--- src/rtl/mmio_port_pkg.sv ---
package mmio_port_pkg;

    // Register write addresses
    typedef enum logic [2:0] {
        WA_DOUT  = 3'd0,
        WA_DIR   = 3'd1,
        WA_MODE  = 3'd2,
        WA_SRC   = 3'd3,
        WA_BSEL  = 3'd4,
        WA_OD    = 3'd5
    } wr_addr_e;

    // Read addresses
    typedef enum logic [2:0] {
        RA_PINS  = 3'd0,
        RA_DOUT  = 3'd1,
        RA_DIR   = 3'd2,
        RA_OEN   = 3'd3
    } rd_addr_e;

endpackage

--- src/rtl/mmio_regfile.sv ---
module mmio_regfile #(
    parameter int W     = 8,
    parameter int SEL_W = 1
) (
    input  logic             clk,
    input  logic             rst_n,
    input  logic             wr,
    input  logic [2:0]       addr,
    input  logic [W-1:0]     wdata,
    output logic [W-1:0]     dout,
    output logic [W-1:0]     dir,
    output logic [W-1:0]     mode,
    output logic [W-1:0]     src,
    output logic [W-1:0]     od,
    output logic [SEL_W-1:0] bsel
);
    import mmio_port_pkg::*;

    typedef struct packed {
        logic [W-1:0]     dout;
        logic [W-1:0]     dir;
        logic [W-1:0]     mode;
        logic [W-1:0]     src;
        logic [W-1:0]     od;
        logic [SEL_W-1:0] bsel;
    } regs_t;

    regs_t r_d, r_q;

    always_comb begin
        r_d = r_q;
        if (wr) begin
            unique case (addr)
                WA_DOUT: r_d.dout = wdata;
                WA_DIR:  r_d.dir  = wdata;
                WA_MODE: r_d.mode = wdata;
                WA_SRC:  r_d.src  = wdata;
                WA_BSEL: r_d.bsel = wdata[SEL_W-1:0];
                WA_OD:   r_d.od   = wdata;
                default: r_d = r_q;
            endcase
        end
    end

    always_ff @(posedge clk or negedge rst_n) begin
        if (!rst_n) r_q <= '0;
        else        r_q <= r_d;
    end

    assign dout = r_q.dout;
    assign dir  = r_q.dir;
    assign mode = r_q.mode;
    assign src  = r_q.src;
    assign od   = r_q.od;
    assign bsel = r_q.bsel;

endmodule

--- src/rtl/mmio_addr_latch.sv ---
module mmio_addr_latch #(
    parameter int W      = 8,
    parameter int ABUS_W = 16,
    parameter int SEL_W  = 1
) (
    input  logic              clk,
    input  logic              rst_n,
    input  logic              strobe,
    input  logic [ABUS_W-1:0] abus,
    input  logic [SEL_W-1:0]  bsel,
    output logic [ABUS_W-1:0] held,
    output logic [W-1:0]      byte_out
);
    localparam int NBYTES = ABUS_W / W;

    logic [ABUS_W-1:0] held_d, held_q;
    logic [ABUS_W-1:0] view;

    always_comb begin
        held_d = strobe ? abus : held_q;
    end

    always_ff @(posedge clk or negedge rst_n) begin
        if (!rst_n) held_q <= '0;
        else        held_q <= held_d;
    end

    // Transparent while strobe high, held otherwise
    assign view = strobe ? abus : held_q;
    assign held = held_q;

    always_comb begin
        byte_out = '0;
        for (int b = 0; b < NBYTES; b++) begin
            if (int'(bsel) == b) byte_out = view[b*W +: W];
        end
    end

endmodule

--- src/rtl/mmio_pin_slice.sv ---
module mmio_pin_slice #(
    parameter bit OD_OK = 1'b0
) (
    input  logic mode,
    input  logic src,
    input  logic dout_bit,
    input  logic dir_bit,
    input  logic mcell_bit,
    input  logic loe_bit,
    input  logic addr_bit,
    input  logic od_bit,
    output logic pin_out,
    output logic pin_oe
);
    logic val, en, od_en;

    always_comb begin
        if (!mode) begin
            val = dout_bit;
            en  = dir_bit;
        end else begin
            val = src ? addr_bit : mcell_bit;
            en  = loe_bit;
        end
        od_en = OD_OK && od_bit;
        if (od_en) begin
            pin_out = 1'b0;
            pin_oe  = en & ~val;
        end else begin
            pin_out = val;
            pin_oe  = en;
        end
    end

endmodule

--- src/rtl/mmio_port.sv ---
module mmio_port #(
    parameter int W      = 8,
    parameter int ABUS_W = 16,
    parameter int OD_LO  = 4
) (
    input  logic              clk,
    input  logic              rst_n,
    input  logic [2:0]        bus_addr,
    input  logic              bus_wr,
    input  logic [W-1:0]      bus_wdata,
    output logic [W-1:0]      rd_data,
    input  logic [ABUS_W-1:0] addr_bus,
    input  logic              addr_strobe,
    input  logic [W-1:0]      mcell_out,
    input  logic [W-1:0]      logic_oe,
    input  logic [W-1:0]      pin_in,
    output logic [W-1:0]      pin_out,
    output logic [W-1:0]      pin_oe
);
    import mmio_port_pkg::*;

    localparam int NBYTES = ABUS_W / W;
    localparam int SEL_W  = (NBYTES > 1) ? $clog2(NBYTES) : 1;

    logic [W-1:0]      dout_q, dir_q, mode_q, src_q, od_q;
    logic [SEL_W-1:0]  bsel_q;
    logic [ABUS_W-1:0] held_addr;
    logic [W-1:0]      addr_byte;

    mmio_regfile #(.W(W), .SEL_W(SEL_W)) u_regs (
        .clk   (clk),
        .rst_n (rst_n),
        .wr    (bus_wr),
        .addr  (bus_addr),
        .wdata (bus_wdata),
        .dout  (dout_q),
        .dir   (dir_q),
        .mode  (mode_q),
        .src   (src_q),
        .od    (od_q),
        .bsel  (bsel_q)
    );

    mmio_addr_latch #(.W(W), .ABUS_W(ABUS_W), .SEL_W(SEL_W)) u_alat (
        .clk      (clk),
        .rst_n    (rst_n),
        .strobe   (addr_strobe),
        .abus     (addr_bus),
        .bsel     (bsel_q),
        .held     (held_addr),
        .byte_out (addr_byte)
    );

    for (genvar i = 0; i < W; i++) begin : g_pin
        mmio_pin_slice #(.OD_OK(i >= OD_LO)) u_slice (
            .mode      (mode_q[i]),
            .src       (src_q[i]),
            .dout_bit  (dout_q[i]),
            .dir_bit   (dir_q[i]),
            .mcell_bit (mcell_out[i]),
            .loe_bit   (logic_oe[i]),
            .addr_bit  (addr_byte[i]),
            .od_bit    (od_q[i]),
            .pin_out   (pin_out[i]),
            .pin_oe    (pin_oe[i])
        );
    end

    always_comb begin
        unique case (bus_addr)
            RA_PINS: rd_data = pin_in;
            RA_DOUT: rd_data = dout_q;
            RA_DIR:  rd_data = dir_q;
            RA_OEN:  rd_data = pin_oe;
            default: rd_data = '0;
        endcase
    end

endmodule

--- config.mk ---
export PLATFORM = sky130hd
export DESIGN_NAME = mmio_port
export DESIGN_NICKNAME = d
export VERILOG_FILES = /design/src/rtl/mmio_port_pkg.sv /design/src/rtl/mmio_regfile.sv /design/src/rtl/mmio_addr_latch.sv /design/src/rtl/mmio_pin_slice.sv /design/src/rtl/mmio_port.sv
export SDC_FILE = /design/constraint.sdc
export NUM_CORES = 1
export LEC_CHECK = 0
export ABC_AREA = 0
export ABC_CLOCK_PERIOD_IN_PS = 5300
export BUFFER_PORTS_ARGS = -buffer_cell sky130_fd_sc_hd__buf_2
export CAP_MARGIN = 10
export CORE_MARGIN = 2
export CORE_UTILIZATION = 55
export DETAILED_ROUTE_END_ITERATION = 8
export PLACE_DENSITY = 0.86
export SETUP_SLACK_MARGIN = 0.1
export SKIP_CTS_REPAIR_TIMING = 1
export SLEW_MARGIN = 40
export SYNTH_ARGS = -nofsm -noshare
export SYNTH_HDL_FRONTEND = slang
export SYNTH_SLANG_ARGS = --single-unit
--- constraint.sdc ---
create_clock -name clk -period 5.3 [get_ports clk]
set_input_delay 0.53 -clock clk [delete_from_list [all_inputs] [get_ports clk]]
set_output_delay 0.53 -clock clk [all_outputs]
set_load 0.005 [all_outputs]
# After elaboration in Yosys (flattened, before gate mapping)

Index checks and enable logic that the tools add are counted.

Logic and storage cells: 62
Output and inout port bits: 24
Bits in registers: 57

Eq/ne operators: 5
Muxes and demuxes: 35
Bitwise logic cells: 8
Reduce and logical (&&, ||, !) cells: 7

Operators with widths:

| kind                                                            | number |
|---|---|
| 1-bit two-way mux                                               | 32 |
| 8-bit one-hot mux with 4 select lines                           | 1 |
| 16-bit two-way mux                                              | 1 |
| 2-bit AND reduction                                             | 6 |
| 8-bit two-way mux                                               | 1 |
| 3-bit by 2-bit == test with 1-bit output, second input constant | 2 |
| 3-bit == test, second input constant                            | 2 |
| 1-bit bitwise AND                                               | 4 |
| 1-bit inverter                                                  | 4 |
| 3-bit by 1-bit == test with 1-bit output, second input constant | 1 |
| 3-bit zero test                                                 | 1 |

# Longest topological paths before layout

Gate-level depths: netlist of run 1.

Depth after elaboration: 8
Mapped depth: 6
Gate-level depth less buffers: 4

# Cells and area by module

From an unflattened synthesis of run 1, not the netlist that was laid out.

Cell total of the unflattened synthesis: 209
Area total of the unflattened synthesis: 3080.5 um^2

Modules (own cells, without submodules):

| module                                 | area an instance (um^2) | cells an instance | instances | seq. area each (um^2) |
|---|---|---|---|---|
| mmio_regfile                           | 1574.0                  | 91                | 1         | 1026.0 |
| mmio_addr_latch                        | 828.3                   | 44                | 1         | 400.4 |
| mmio_pin_slice at g_pin[4].u_slice ... | 70.1                    | 7                 | 4         | 0.0 |
| mmio_port                              | 262.8                   | 30                | 1         | 0.0 |
| mmio_pin_slice at g_pin[0].u_slice ... | 33.8                    | 4                 | 4         | 0.0 |

# Least setup slack after synthesis of run 1

Ideal clock, no wire load.

Path kind: input port to output port
Start: input port addr_strobe
End: output port rd_data[4]
Stages: 5
Slack: 3.020 ns
Data arrival time: 1.750 ns
Path through: buf_6 > mux4_2 > a221oi_4 > o21ai_2 > a311oi_2

Longest elaborated chain between the ends: 8

Ends and longest elaborated chain:

| what                                  | line                  | RTL |
|---|---|---|
| start, declared                       | mmio_port.sv:13       | `input logic addr_strobe,` |
| 16-bit two-way mux                    | mmio_addr_latch.sv:29 | `assign view = strobe ? abus : held_q;` |
| 8-bit two-way mux                     | mmio_addr_latch.sv:35 | `if (int'(bsel) == b) byte_out = view[b*W +: W];` |
| 1-bit two-way mux                     | mmio_pin_slice.sv:22  | `val = src ? addr_bit : mcell_bit;` |
| 1-bit two-way mux                     | mmio_pin_slice.sv:18  | `if (!mode) begin` |
| 1-bit inverter                        | mmio_pin_slice.sv:28  | `pin_oe = en & ~val;` |
| 1-bit bitwise AND                     | mmio_pin_slice.sv:28  |  |
| 1-bit two-way mux                     | mmio_pin_slice.sv:26  | `if (od_en) begin` |
| 8-bit one-hot mux with 4 select lines | mmio_port.sv:70       | `unique case (bus_addr)` |
| end, declared                         | mmio_port.sv:11       | `output logic [W-1:0] rd_data,` |

Every way passes these cells.

# Worst setup path in the final report of run 1

Start: input port addr_strobe
End: output port rd_data[5]

The elaborated chain is that of the path after synthesis.

==> flow_summary.toml, run 1 <==
[yosys]
syn_area_um2 = 3079
syn_avg_cell_area_um2 = 12.08
synthCells = 255
yosysSeqAreaShare_pct = 43.07
yosysWarnings = 0
ys_seq_elements = 53
synth_nets = 310
synth_cell_types = 28

[route]
first_pass_iters = 4
wl_per_cell_um = 16.95
viasPerCell = 5.689
drt_drc_violations_left = 0
route.top_layer_used = "met4"
vias = 2196
drt_wl_total_um = 6543
met2_length_um = 3357
wl_met3_um = 352
m1WireLength_um = 2747
initialDrtViolationCount = 102
ant_nets = 0

[sta]
fin_tns_setup_ns = 0
hold_slack_ns = 0.3298
period_needed_ns = 2.955
worstMarginPinSlew_ns = 0.7602
fin_crit_sh_pct = 55.75
max_freq_mhz = 338.4
finalHoldViolations = 0
slew_headroom_pct = 49.10
drv_slew = 0
finalClockSkew_ns = 0
setup_violations = 0
fin_ws_ns = 2.345
rsz0062_at_grt = "false"

[layout]
final_area_um2 = 3508
num_antenna_cells = 0
final_common_cell = "buf_2"
layout_common_cells = "buf_2 (78), mux2_2 (53), dfrtp_1 (53)"
multiInputGateArea_um2 = 1545
nets = 368
final_layout_size_suffix_gt1_share_pct = 51.59
synthToLayoutAreaGrowth_pct = 13.94
register_area_um2 = 1326
fillers = 443

[grt]
grt_max_degree = 54
overflow = 0
grt_pass1_wl_um = 10610
antenna_found_initial = 0
grtUsageTotal_pct = 21.94
grt_pass1_vias = 2229

[min_path]
hold_class = "in2async"

[floorplan]
die_w_um = 78.83
ios = 79
die_h_um = 78.83
coreArea_um2 = 5473
rows = 27
die-area_um2 = 6213
initial_core_util_pct = 56.26

[job]
cap_violations = 0

[power]
p_per_area_nw_per_um2 = 332.4
p_switching_w = 0.0003553
ir_drop_mv = 0.1736
p_sw_share_pct = 30.46
leakage_nw = 1.568
p_comb_share_pct = 29.1
pwr-share-seq_pct = 47.4
clkPwrFrac_pct = 23.6
internal_power_w = 0.0008110
finalPower_w = 0.001166

[placed_design]
port_buffers = 78
place_area_um2 = 3392
hpwl_um = 4764
place_ws_ns = 2.332
gp_congestion = 0.8335

[clock_tree]
h-tree-depth = 2
clkTransAtPathRegs_ns = 0.09
cts.sinks = 53
clockBufferDepth = 2
clock_latency_ns = 0.31
cts_made_buffers = 5
cts_tree = "yes"
cts_root_buf = "clkbuf_8"

[setup_path]
path_class = "in2out"
crit_fanout = 24
cp.required_ns = 4.77
endpoint_kind = "output port"
setup.worst_path.start_class = "primary input"
cp.arrival_ns = 2.42

[run_status]
status = "finished clean"
[critical path: stages]
cell and delay, ns:
buf_2 0.47, mux4_2 0.61, a221oi_4 0.30, o21ai_2 0.08, a311oi_2 0.26, buf_2 0.16
[flip-flops by register name, indices dropped and copies added (netlist names)]
signal / count
u_regs.dout: 8
u_regs.mode: 8
u_regs.src: 8
u_regs.dir: 8
u_regs.od: 4
u_regs.bsel: 1
u_alat.held: 16
[cell families after synthesis]
logic type / count (synthesis) / synth area share, %
simple gates: 60 / 10.32
mux: 69 / 27.83
flops: 53 / 43.07
compound gates: 36 / 11.87
buf+inv: 37 / 6.908
[synth_stat cells]
cell type / number / area, um^2
clkbuf_1: 4 / 15.01
nor3b_2: 1 / 12.51
o21a_1: 4 / 30.03
nand2_1: 13 / 48.80
o21ai_2: 4 / 35.03
nand3_1: 5 / 25.02
buf_6: 1 / 11.26
inv_1: 8 / 30.03
a311oi_1: 4 / 35.03
mux2_2: 53 / 596.8
and3b_1: 5 / 43.79
a21oi_1: 4 / 20.02
a311oi_2: 4 / 60.06
a211oi_1: 8 / 60.06
o21ai_0: 4 / 20.02
buf_2: 5 / 25.02
nand3b_1: 1 / 7.510
nand4b_1: 1 / 8.760
nor3_1: 1 / 5.000
nand2b_1: 4 / 25.02
mux4_2: 8 / 180.2
a221oi_4: 4 / 105.1
buf_4: 16 / 120.1
nor2b_1: 13 / 81.33
mux2i_1: 8 / 80.08
nor2_1: 16 / 60.06
dfrtp_1: 53 / 1326
buf_1: 3 / 11.26
[power groups by stage]
stage	combinational [W]	clock [W]	sequential (W)
detailed placement	0.000340	0	0.000561
finish	0.000339	0.000275	0.000553
floorplan	0.000293	0	0.000534
global route	0.000371	0.000296	0.000566
CTS	0.000341	0.000283	0.000553
global placement	0.000326	0	0.000556
[routing by layer]
| layer | up-vias | global-route usage (%) |
|---|---|---|
| met5 | - | 0 |
| li1 | 1021 | - |
| met1 | 1099 | 27.82 |
| met3 | 10 | 4.091 |
| met4 | 0 | 7.069 |
| met2 | 66 | 38.21 |
[area by class of cell]
cell class	count	area share (%)
Timing Repair Buffer	80	11.55
Sequential cell	53	37.80
Multi-Input combinational cell	165	44.04
Tap cell	72	2.568
Inverter	8	0.8559
Clock buffer	6	2.068
Clock inverter	2	1.106
[path summary, 6_finish.rpt]
path,end,slack (ns),start,depth (start not counted)
worst min-delay path,u_alat.held[12],0.33,rst_n,2
worst min register to register,u_alat.held[9],0.51,u_alat.held[9],1
worst max-delay path,rd_data[5],2.35,addr_strobe,6
min in group clk,u_alat.held[10],0.46,addr_bus[10],2
max in group asynchronous,u_regs.dout[2],4.52,rst_n,2
worst max register to register,u_regs.bsel,4.33,u_regs.bsel,1
[per-stage QoR]
stage	utilization, %	std cells
floorplan	-	255
global placement	61.98	378
finish	64.11	386
global route	64.11	386
detailed placement	61.98	378
CTS	64.01	386
Power figures use the tool's default switching activity.
==> run 2, diff against run 1 <==
--- a/config.mk
+++ b/config.mk
@@ -6,13 +6,13 @@
 export NUM_CORES = 1
 export LEC_CHECK = 0
 export ABC_AREA = 0
-export ABC_CLOCK_PERIOD_IN_PS = 5300
+export ABC_CLOCK_PERIOD_IN_PS = 3000
 export BUFFER_PORTS_ARGS = -buffer_cell sky130_fd_sc_hd__buf_2
 export CAP_MARGIN = 10
 export CORE_MARGIN = 2
-export CORE_UTILIZATION = 55
+export CORE_UTILIZATION = 53
 export DETAILED_ROUTE_END_ITERATION = 8
-export PLACE_DENSITY = 0.86
+export PLACE_DENSITY = 0.84
 export SETUP_SLACK_MARGIN = 0.1
 export SKIP_CTS_REPAIR_TIMING = 1
 export SLEW_MARGIN = 40
==> constraint.sdc (replaced) <==
create_clock -name clk -period 3 [get_ports clk]
set_input_delay 0.3 -clock clk [delete_from_list [all_inputs] [get_ports clk]]
set_output_delay 0.3 -clock clk [all_outputs]
set_load 0.005 [all_outputs]
==> flow_summary.toml, run 2 (synthesis gave the netlist of run 1 again) <==
[floorplan]
ios = 79
initial_core_util_pct = 55.24
rows = 27
coreArea_um2 = 5574
die-area_um2 = 6435
die_w_um = 80.22
die_h_um = 80.22

[placed_design]
dp_cells = 380
gp_congestion = 0.8100
place_ws_ns = 0.7694
hpwl_um = 4953
port_buffers = 78

[layout]
final_cells = 389
largest_reg_flops = 16
final_common_cell = "buf_2"
register_area_um2 = 1326
fillers = 448
nets = 371
multiInputGateArea_um2 = 1540
final_layout_size_suffix_gt1_share_pct = 51.74
synthToLayoutAreaGrowth_pct = 14.26
layout_common_cells = "buf_2 (78), mux2_2 (53), dfrtp_1 (53)"
num_antenna_cells = 0

[sta]
fin_crit_sh_pct = 80.42
hold_slack_ns = 0.2409
period_needed_ns = 2.413
finalHoldViolations = 0
drv_slew = 0
fin_tns_setup_ns = 0
setup_violations = 0
fin_ws_ns = 0.5874
worstMarginPinSlew_ns = 0.6618
finalClockSkew_ns = 0
max_freq_mhz = 414.5
slew_headroom_pct = 55.69
rsz0062_at_grt = "false"

[min_path]
hold_class = "in2reg"
hold_depth = 2

[setup_path]
endpoint_kind = "output port"
setup.worst_path.start_class = "register"
cp.arrival_ns = 2.11
cp.required_ns = 2.70
rr_worst_depth = 1
path_class = "reg2out"
crit_fanout = 9
r2r_slack_ns = 2.03

[clock_tree]
clockBufferDepth = 2
clkTransAtPathRegs_ns = 0.09
cts_made_buffers = 5
h-tree-depth = 2
clock_latency_ns = 0.29
cts.sinks = 53
cts_tree = "yes"
cts_root_buf = "clkbuf_8"

[grt]
grt_pass1_wl_um = 10700
antenna_found_initial = 0
grtUsageTotal_pct = 21.74
overflow = 0
grt_pass1_vias = 2224
grt_max_degree = 33

[power]
p_per_area_nw_per_um2 = 572.9
ir_drop_mv = 0.3080
leakage_nw = 1.580

[route]
initialDrtViolationCount = 132
drt_wl_total_um = 6583
vias = 2215
ant_nets = 0
first_pass_iters = 5
drt_drc_violations_left = 0
wl_per_cell_um = 16.92
viasPerCell = 5.694

[run_status]
status = "finished clean"

[job]
cap_violations = 0
==> run 2: per-stage QoR <==
stage	cell area, um^2	total power [W]	util [%]
final	3518	0.002016	63.12
after global routing	3518	0.002139	63.12
after CTS	3508	0.002030	62.94
after detailed placement	3407	0.001596	61.12
after global placement	3407	0.001557	61.12
after floorplan	3079	0.001460	-
==> run 2: area by class of cell <==
| class | count | area share (%) |
|---|---|---|
| Multi-Input combinational cell | 165 | 43.78 |
| Sequential cell | 53 | 37.70 |
| Tap cell | 72 | 2.560 |
| Clock inverter | 1 | 0.1422 |
| Inverter | 8 | 0.8535 |
| Timing Repair Buffer | 83 | 12.23 |
| Clock buffer | 7 | 2.738 |
==> run 2: path summary, 6_finish.rpt <==
check                               start        endpoint
min reg2reg                u_alat.held[9]  u_alat.held[9]
max in group asynchronous           rst_n  u_alat.held[3]
max                           u_regs.bsel      rd_data[5]
min in group asynchronous           rst_n  u_regs.mode[5]
min                           addr_bus[1]  u_alat.held[1]
max reg2reg                   u_regs.bsel     u_regs.bsel
==> run 2: metal layers <==
metal	GRT usage, %	up-vias	part of all wire [%]
met5	0	-	0
met4	7.288	0	2.1
met3	3.596	15	5.3
met2	37.50	75	50
met1	27.79	1096	43
li1	-	1029	-
==> run 2: power by group <==
| part | switching (W) | internal [W] |
|---|---|---|
| registers | 0.000128 | 0.000845 |
| clock network | 0.000226 | 0.000209 |
| logic | 0.000268 | 0.000340 |
| total | 0.000622 | 0.00139 |
==> run 2: worst max-delay path, stage by stage, from the launching register on <==
cell      delay [ns]
dfrtp_1         0.59
mux4_2          0.40
a221oi_4        0.31
o21ai_2         0.09
a311oi_2        0.27
buf_2           0.16
==> run 3, diff against run 2 <==
--- a/config.mk
+++ b/config.mk
@@ -6,13 +6,13 @@
 export NUM_CORES = 1
 export LEC_CHECK = 0
 export ABC_AREA = 0
-export ABC_CLOCK_PERIOD_IN_PS = 3000
+export ABC_CLOCK_PERIOD_IN_PS = 2050
 export BUFFER_PORTS_ARGS = -buffer_cell sky130_fd_sc_hd__buf_2
 export CAP_MARGIN = 10
 export CORE_MARGIN = 2
-export CORE_UTILIZATION = 53
+export CORE_UTILIZATION = 48
 export DETAILED_ROUTE_END_ITERATION = 8
-export PLACE_DENSITY = 0.84
+export PLACE_DENSITY = 0.8
 export SETUP_SLACK_MARGIN = 0.1
 export SKIP_CTS_REPAIR_TIMING = 1
 export SLEW_MARGIN = 40
==> constraint.sdc (replaced) <==
create_clock -name clk -period 2.05 [get_ports clk]
set_input_delay 0.205 -clock clk [delete_from_list [all_inputs] [get_ports clk]]
set_output_delay 0.205 -clock clk [all_outputs]
set_load 0.005 [all_outputs]
==> flow_summary.toml, run 3 (synthesis gave the netlist of run 1 again) <==
[run_status]
status = "complete, but fails checks"
violations = "negative hold slack, negative setup slack"

[clock_tree]
cts.sinks = 53
h-tree-depth = 2
clockBufferDepth = 2
cts_made_buffers = 5
cts_tree = "yes"
cts_root_buf = "clkbuf_8"
clock_latency_ns = 0.31
clkTransAtPathRegs_ns = 0.09

[min_path]
hold_class = "in2async"

[setup_path]
r2r_slack_ns = 1.05
cp.depth = 5
cp-endpoint = "rd_data[5]"
cp_top_family = "compound AO/OA/AOI/OAI gates"
cp_slowest_stage_delay_ns = 0.50
cp.arrival_ns = 1.99
cpMaxStageDelayCell = "mux4_2"
crit_fanout = 2
reg2reg_to = "u_regs.bsel"
cp-startpoint = "u_alat.held[13]"
endpoint_kind = "output port"
path_class = "reg2out"
setup.worst_path.start_class = "register"
rr_worst_depth = 2
cp.required_ns = 1.85
cp_cell_sequence = "mux4_2 > a221oi_4 > o21ai_2 > a311oi_2 > buf_2"
cp.buffers_inverters = 1
timing.rr.start = "u_regs.bsel"

[grt]
grt_max_degree = 54
antenna_found_initial = 0
grtUsageTotal_pct = 18.08
overflow = 0
grt_pass1_vias = 2061
grt_pass1_wl_um = 10090

[sta]
fin_crit_sh_pct = 107.1
slew_headroom_pct = 55.58
rsz0062_at_grt = "true"
max_freq_mhz = 455.4
hold_slack_ns = -0.003684
setup_violations = 7
finalClockSkew_ns = 0
fin_ws_ns = -0.1456
period_needed_ns = 2.196
drv_slew = 0
finalHoldViolations = 1
worstMarginPinSlew_ns = 0.6663

[power]
finalPower_w = 0.003061
ir_drop_mv = 0.4173
p_per_area_nw_per_um2 = 847.6
leakage_nw = 1.625

[route]
viasPerCell = 5.315
ant_nets = 0
vias = 2142
first_pass_iters = 4
drt_wl_total_um = 6337
drt_drc_violations_left = 0
wl_per_cell_um = 15.72
initialDrtViolationCount = 109

[layout]
final_util_pct = 57.52
final_cells = 403
largest_reg_flops = 16
fillers = 550
synthToLayoutAreaGrowth_pct = 17.27
nets = 380
layout_common_cells = "buf_2 (78), mux2_2 (53), dfrtp_1 (52)"
final_common_cell = "buf_2"
num_antenna_cells = 0
final_layout_size_suffix_gt1_share_pct = 53.99

[floorplan]
die_h_um = 84.10
ios = 79
rows = 29
die_w_um = 84.10
die-area_um2 = 7072
initial_core_util_pct = 49.05
coreArea_um2 = 6277

[placed_design]
hpwl_um = 4967
port_buffers = 78
gp_congestion = 0.8544
dp_cells = 392
place_ws_ns = 0.05922

[job]
cap_violations = 0
## run 3: changes by cell type in the layout (fill, tap and decap cells not counted), sizes merged
cell         previous run  this run
bufinv                  0         1
buf                    82        92
dlygate4sd3             1         0
clkinvlp                0         1
clkbuf                  7         5
## run 3: layer usage
metal  vias to the layer above  track usage (%)  wire length, um  part of all wire (%)
met2                        55            30.30             3198                    50
met3                         6            3.660              279                   4.4
met1                      1035            23.93             2792                    44
li1                       1046                -                -                     -
met4                         0            4.839               68                   1.1
met5                         -                0                0                     0
## run 3: power by group
group	switching (W)	internal [W]
sequential	0.000182	0.00124
combinational	0.000395	0.000535
clock	0.000346	0.000365
## run 3: worst min path at each step
stage,startpoint,endpoint,cells after the start
detailed placement,rst_n,u_alat.held[7],2
floorplan,rst_n,u_alat.held[0],0
global route,rst_n,u_alat.held[0],2
CTS,rst_n,u_alat.held[11],2
finish,rst_n,u_alat.held[7],2
global placement,rst_n,u_alat.held[7],2
## run 3: final cells by class
class                      count  area (um^2)  share of cell area [%]
multi-input combinational    165         1543                   42.72
sequential                    53         1328                   36.76
timing repair buffer          92        499.2                   13.83
tap                           77        96.34                   2.668
clock buffer                   5        68.82                   1.906
clock inverter                 3        46.29                   1.282
inverter                       8        30.03                  0.8316
## run 3: per-stage QoR
step / instance area [um^2] / setup TNS (ns)
after floorplan: 3079 / 0
after global placement: 3466 / 0
after detailed placement: 3466 / 0
after CTS: 3581 / -0.5408
after global routing: 3611 / -1.539
final: 3611 / -0.7491
